## config.mk

```make
export PLATFORM = sky130hd
export DESIGN_NAME = rdo_stage
export DESIGN_NICKNAME = d
export VERILOG_FILES = /design/src/rtl/rdo_pkg.sv /design/src/rtl/rdo_capture.sv /design/src/rtl/rdo_outreg.sv /design/src/rtl/rdo_drive.sv /design/src/rtl/rdo_stage.sv
export SDC_FILE = /design/constraint.sdc
export NUM_CORES = 1
export LEC_CHECK = 0
export ABC_AREA = 1
export BUFFER_PORTS_ARGS = -buffer_cell sky130_fd_sc_hd__buf_2
export CAP_MARGIN = 20
export CORE_ASPECT_RATIO = 2
export CORE_MARGIN = 2
export CORE_UTILIZATION = 35
export CTS_BUF_LIST = sky130_fd_sc_hd__clkbuf_8
export CTS_CLUSTER_DIAMETER = 100
export CTS_CLUSTER_SIZE = 28
export DETAILED_ROUTE_END_ITERATION = 7
export GPL_ROUTABILITY_DRIVEN = 0
export HOLD_SLACK_MARGIN = 0.05
export PLACE_DENSITY = 0.59
export SYNTH_ARGS = -nofsm -noshare
export SYNTH_HDL_FRONTEND = slang
export SYNTH_SLANG_ARGS = --single-unit
```

## constraint.sdc

```tcl
create_clock -name clk -period 2.4 [get_ports clk]
set_input_delay 0.48 -clock clk [delete_from_list [all_inputs] [get_ports clk]]
set_output_delay 0.48 -clock clk [all_outputs]
set_load 0.02 [all_outputs]
```

## src/rtl/rdo_pkg.sv

```systemverilog
package rdo_pkg;
    typedef enum logic [1:0] {
        CMD_DES = 2'd0,
        CMD_RD  = 2'd1,
        CMD_WR  = 2'd2
    } cmd_e;

    typedef struct packed {
        cmd_e cmd;
    } cap_st_t;
endpackage

```

## src/rtl/rdo_capture.sv

```systemverilog
module rdo_capture
    import rdo_pkg::*;
(
    input  logic clk,
    input  logic rst_n,
    input  logic cs1_n,
    input  logic cs2,
    input  logic cs3_n,
    input  logic cmd_wr,
    input  logic sleep,
    output cmd_e s1_cmd
);
    cap_st_t st_d, st_q;
    logic    sel;

    always_comb begin
        st_d = st_q;
        sel  = !cs1_n && !cs3_n && cs2;
        if (sleep || !sel) st_d.cmd = CMD_DES;
        else if (cmd_wr)   st_d.cmd = CMD_WR;
        else               st_d.cmd = CMD_RD;
    end

    always_ff @(posedge clk or negedge rst_n) begin
        if (!rst_n) st_q <= '{cmd: CMD_DES};
        else        st_q <= st_d;
    end

    assign s1_cmd = st_q.cmd;
endmodule

```

## src/rtl/rdo_outreg.sv

```systemverilog
module rdo_outreg
    import rdo_pkg::*;
#(
    parameter int DATA_W = 32
) (
    input  logic              clk,
    input  logic              rst_n,
    input  cmd_e              s1_cmd,
    input  logic              sleep,
    input  logic [DATA_W-1:0] rd_data,
    output logic              s2_rd,
    output logic [DATA_W-1:0] s2_data
);
    typedef struct packed {
        logic              rd;
        logic [DATA_W-1:0] data;
    } oreg_t;

    oreg_t st_d, st_q;

    always_comb begin
        st_d    = st_q;
        st_d.rd = (s1_cmd == CMD_RD) && !sleep;
        if (st_d.rd) st_d.data = rd_data;   // hold contents otherwise
    end

    always_ff @(posedge clk or negedge rst_n) begin
        if (!rst_n) st_q <= '0;
        else        st_q <= st_d;
    end

    assign s2_rd   = st_q.rd;
    assign s2_data = st_q.data;
endmodule

```

## src/rtl/rdo_drive.sv

```systemverilog
module rdo_drive
    import rdo_pkg::*;
#(
    parameter int DATA_W = 32,
    parameter int LANES  = 4
) (
    input  logic              mode_pipe,
    input  logic              oe_n,
    input  logic              sleep,
    input  cmd_e              s1_cmd,
    input  logic              s2_rd,
    input  logic [DATA_W-1:0] s2_data,
    input  logic [DATA_W-1:0] rd_data,
    output logic [DATA_W-1:0] bus_dq,
    output logic [LANES-1:0]  bus_oe
);
    localparam int LANE_W = DATA_W / LANES;

    logic              drv;
    logic [DATA_W-1:0] src;

    always_comb begin
        if (mode_pipe) begin
            drv = s2_rd && (s1_cmd != CMD_WR);
            src = s2_data;
        end else begin
            drv = (s1_cmd == CMD_RD);
            src = rd_data;
        end
        drv = drv && !oe_n && !sleep;
    end

    for (genvar i = 0; i < LANES; i++) begin : g_lane
        assign bus_oe[i] = drv;
        assign bus_dq[i*LANE_W +: LANE_W] = drv ? src[i*LANE_W +: LANE_W] : '0;
    end
endmodule

```

## src/rtl/rdo_stage.sv

```systemverilog
module rdo_stage
    import rdo_pkg::*;
#(
    parameter int DATA_W = 32,
    parameter int LANES  = 4
) (
    input  logic              clk,
    input  logic              rst_n,
    input  logic              mode_pipe,
    input  logic              cs1_n,
    input  logic              cs2,
    input  logic              cs3_n,
    input  logic              cmd_wr,
    input  logic              sleep,
    input  logic              oe_n,
    input  logic [DATA_W-1:0] rd_data,
    output logic [DATA_W-1:0] bus_dq,
    output logic [LANES-1:0]  bus_oe
);
    cmd_e              s1_cmd;
    logic              s2_rd;
    logic [DATA_W-1:0] s2_data;

    rdo_capture u_cap (
        .clk(clk), .rst_n(rst_n), .cs1_n(cs1_n), .cs2(cs2), .cs3_n(cs3_n),
        .cmd_wr(cmd_wr), .sleep(sleep), .s1_cmd(s1_cmd)
    );

    rdo_outreg #(.DATA_W(DATA_W)) u_oreg (
        .clk(clk), .rst_n(rst_n), .s1_cmd(s1_cmd), .sleep(sleep),
        .rd_data(rd_data), .s2_rd(s2_rd), .s2_data(s2_data)
    );

    rdo_drive #(.DATA_W(DATA_W), .LANES(LANES)) u_drv (
        .mode_pipe(mode_pipe), .oe_n(oe_n), .sleep(sleep), .s1_cmd(s1_cmd),
        .s2_rd(s2_rd), .s2_data(s2_data), .rd_data(rd_data),
        .bus_dq(bus_dq), .bus_oe(bus_oe)
    );
endmodule

```

-- Word-level counts from Yosys, hierarchy flattened
Index checks and enable logic that the tools add are counted.
- register bits: 35
- logic and storage cells: 25
- output and inout bits: 36
- input port bits: 41
- muxes and demuxes: 8
- reduce and logical (&&, ||, !) cells: 12
- equality and inequality tests: 2
- operator list (cell ; count):
    two-way mux 32 bit ; 1
    two-way mux 8 bit ; 4
    logical AND 1 bit ; 6
    logical NOT 1 bit ; 5
    two-way mux 2 bit ; 2
    == test 2 x 1 -> 1 bit (second input constant) ; 1
    inequality test 2 bit (second input constant) ; 1
    logical OR 1 bit ; 1
    two-way mux 1 bit ; 1

-- Longest topological paths before layout
- word-level depth: 6
- gate-level depth with buffers: 8
- mapped depth without buffers: 6

-- Cells and area by module
A second synthesis with hierarchy kept.
- cell total of the unflattened synthesis: 277
- area total of the unflattened synthesis: 2137.0 µm²
- by module, submodules not included (module ; times used ; cells each ; area each (µm²) ; sequential area each (µm²)):
    rdo_outreg ; 1 ; 146 ; 1415.1 ; 825.8
    rdo_drive ; 1 ; 122 ; 645.6 ; 0.0
    rdo_capture ; 1 ; 9 ; 76.3 ; 50.0

-- Least setup slack after synthesis
OpenSTA, ideal clock, no wires.
- path type: input-to-output
- start: input sleep
- end: output bus_dq[16]
- stages on the path: 6
- path slack: 0.675 ns
- required time: 1.920 ns
- data arrival time: 1.245 ns
- buffers on the path: 1
- cells stage by stage: inv_1 > nand2_1 > a21oi_2 > nand2_2 > buf_6 > nor2_1
- cells in the longest elaborated chain, start to end: 3
- RTL lines (element ; RTL line ; text):
    start, declared ; rdo_stage.sv:14 ; input logic sleep,
    logical NOT 1 bit ; rdo_drive.sv:30 ; drv = drv && !oe_n && !sleep;
    logical AND 1 bit ; rdo_drive.sv:30 ;
    two-way mux 8 bit ; rdo_drive.sv:35 ; assign bus_dq[i*LANE_W +: LANE_W] = drv ? src[i*LANE_W +: LANE_W] : '0;
    end, declared ; rdo_stage.sv:17 ; output logic [DATA_W-1:0] bus_dq,
No other way between the ends.

-- Worst setup path after layout
- start: register u_cap.st_q (netlist bit u_cap.s1_cmd[1])
- end: output bus_dq[18]
- cells in the longest elaborated chain, start to end: 6
- elaborated cells on any way between the ends: 7
- those cells by class: eq/ne: 2; mux: 2; reduce/logical: 3
- RTL lines (element ; RTL line ; text):
    start, declared ; rdo_capture.sv:13 ; cap_st_t st_d, st_q;
    start signal, assigned ; rdo_capture.sv:25 ; if (!rst_n) st_q <= '{cmd: CMD_DES};
    start signal, assigned ; rdo_capture.sv:26 ; else st_q <= st_d;
    inequality test 2 bit ; rdo_drive.sv:24 ; drv = s2_rd && (s1_cmd != CMD_WR);
    logical AND 1 bit ; rdo_drive.sv:24 ;
    two-way mux 1 bit * ; rdo_drive.sv:23 ; if (mode_pipe) begin
    logical AND 1 bit * (2 in a row) ; rdo_drive.sv:30 ;
    two-way mux 8 bit * ; rdo_drive.sv:35 ;
Mark *: on every way between the ends. The rest lies on a longest branch, timed or not.

==> out/results.tsv <==
metric	value	unit
hold_viol	0	
fin_ws	0.4528	ns
grt_pass1_vias	1675	
hpwl	3123	µm
synth_most_common_cell	nor2_1	
multiInputGateArea	780.7	µm²
die_y	110.5	µm
fin_setup_tns	0	ns
core	0.005468	mm²
grt_max_degree	66	
viasPerCell	4.506	
pwr-share-seq	51.2	%
drt_first_pass_iters	4	
synth_seq_cells	35	
die_x	57.25	µm
synth_area_leaders	dfrtp_1, nor2_1, a21oi_1	
grt_antenna_before_repair	0	
max_clock_freq	513.6	MHz
clock_latency	0.29	ns
start_kind	flip-flop	
r2r_slack	1.07	ns
critPathArrivalTime	1.47	ns
pwr-share-comb	18.9	%
wl_per_cell	10.83	µm
ir_drop	0.0003415	V
clock_path_buffers	2	
yosysTopAreaCell	dfrtp_1	
cts.hold.buffers_added	0	
htree_num_levels	2	
rr_worst_depth	3	
vias	1780	
synth_top_area_share	44.14	%
required	1.92	ns
cts_tree	built	
drive_gt1_share	30.45	%
die-area	0.006325	mm²
yosys-top-cells-count	nor2_1, inv_1, nand2_1	
synthArstFlopShare	100.0	%
intPower	0.001034	W
worstSetupEndpointType	output pin	
rows	38	
clkPwrFrac	29.9	%
antenna_left	0	
cts_buffers	5	
r2r_start	u_cap.s1_cmd[0]$_DFF_PN0_	
ys.flop_type	dfrtp_1	
critPathKind	flip-flop to output pin	
cts.sinks	35	
overflow	0	
ios	77	
switching_share	28.59	%
drt_iter0_drc	47	
area_growth	20.30	%
ctsResizeCount	0	
grt_pass1_wl	7376	µm
critical_path.cell_chain	inv_1 -> nand2_1 -> a21oi_2 -> nand2_2 -> buf_4 -> nor2_1 -> buf_2	
regArea	875.8	µm²
postCtsSetupBuffers	0	
rsz0062_at_grt	no	
syn_area	0.001984	mm²
p_leak	1.395	nW
layout_worst_path_cycle_share	81.13	%
yosysSeqAreaShare	44.14	%
start_util	36.29	%
portBuffers	76	
drc	0	
r2r-end	u_oreg.s2_data[6]$_DFFE_PN0P_	
clkTransAtPathRegs	0.06	ns
fin_skew	0.004146	ns
finalMaxSlewViolations	0	
ys_types	16	
crit_path_max_fanout	17	
powerDensity	606.3	mW/mm²
synth_edf_count	0	
clockRootBuffer	clkbuf_8	
fillCellCount	600	
avgSynthCellArea	7.404	µm²
crit_path_top_delay_cell	dfrtp_1	
antenna_cells	0	
relSlewSlack	47.51	%
routed_wl	4277	µm
cap_violations	0	
outcome	complete, no violations	
grt_usage	14.72	%
dp_slack	0.4683	ns
ys_warn_count	0	
final-setup-viol-count	0	
tightest_slew	0.7874	ns
syn_nets	309	
period_needed	1.947	ns
num-nets-final	376	
hold_path.class	primary input to async pin	
syn_inst	268	
p_sw	0.0004139	W
slowest_delay	0.37	ns
## cell type report
type                            count  area share (%)
Timing Repair Buffer               81           17.51
Clock inverter                      1          0.2096
Sequential cell                    35           36.69
Inverter                           40           6.289
Tap cell                           60           3.145
Clock buffer                        6           3.459
Multi-Input combinational cell    172           32.70
## power groups by stage
stage	clock (W)	sequential (W)	combinational, W
after detailed placement	0	0.000752	0.000280
after global placement	0	0.000747	0.000274
final	0.000433	0.000741	0.000274
after floorplan	0	0.000738	0.000208
after global routing	0.000471	0.000754	0.000323
after CTS	0.000451	0.000741	0.000281
## placed cells by master, fill, tap and decap left out, drive strengths merged
cell and instances:
dfrtp 35, nor2 67, clkinv 1, nand2 38, o21ai 32, nand3 2, buf 81, clkbuf 6
a21oi 33, inv 40
## routing by layer
| layer | wire [µm] | up-vias | GRT usage (%) |
|---|---|---|---|
| met5 | 0 | - | 0 |
| met1 | 1698 | 776 | 16.99 |
| met3 | 205 | 7 | 2.927 |
| li1 | - | 952 | - |
| met4 | 93 | 0 | 6.512 |
| met2 | 2280 | 45 | 25.44 |
## critical path: cells and delay by family (launching register included)
family	cells	cell delay [ns]
buffers and inverters	3	0.44
and+or+nand+nor	3	0.24
AOI/OAI and AO/OA	1	0.13
DFF	1	0.37
## metrics by stage
| step | hold WS, ns | power, W | util, % | cells | cell area [µm²] |
|---|---|---|---|---|---|
| floorplan | 0.1844 | 0.0009461 | - | 268 | 1984 |
| global placement | 0.4646 | 0.001021 | 42.06 | 388 | 2300 |
| detailed placement | 0.4679 | 0.001032 | 42.06 | 388 | 2300 |
| CTS | 0.3071 | 0.001472 | 43.66 | 395 | 2387 |
| global route | 0.3415 | 0.001549 | 43.66 | 395 | 2387 |
| finish | 0.2713 | 0.001447 | 43.66 | 395 | 2387 |
## flip-flops by register name (all words and copies together) (netlist names)
signal	count
u_cap.s1_cmd	2
u_oreg.s2_data	32
u_oreg.s2_rd	1
## worst max path at each step
stage,start,endpoint,depth (start not counted)
finish,u_cap.s1_cmd[1]$_DFF_PN0_,bus_dq[18],7
global route,u_cap.s1_cmd[1]$_DFF_PN0_,bus_dq[27],7
CTS,u_cap.s1_cmd[1]$_DFF_PN0_,bus_dq[8],7
detailed placement,mode_pipe,bus_dq[0],6
global placement,mode_pipe,bus_dq[31],6
floorplan,sleep,bus_dq[16],6
## cell families after synthesis
logic type | count (synthesis) | share of synthesized area (%)
compound gates | 65 | 18.47
buf+inv | 61 | 16.77
flops | 35 | 44.14
simple gates | 107 | 20.62
Note: power is estimated with default switching activity, not from simulation.
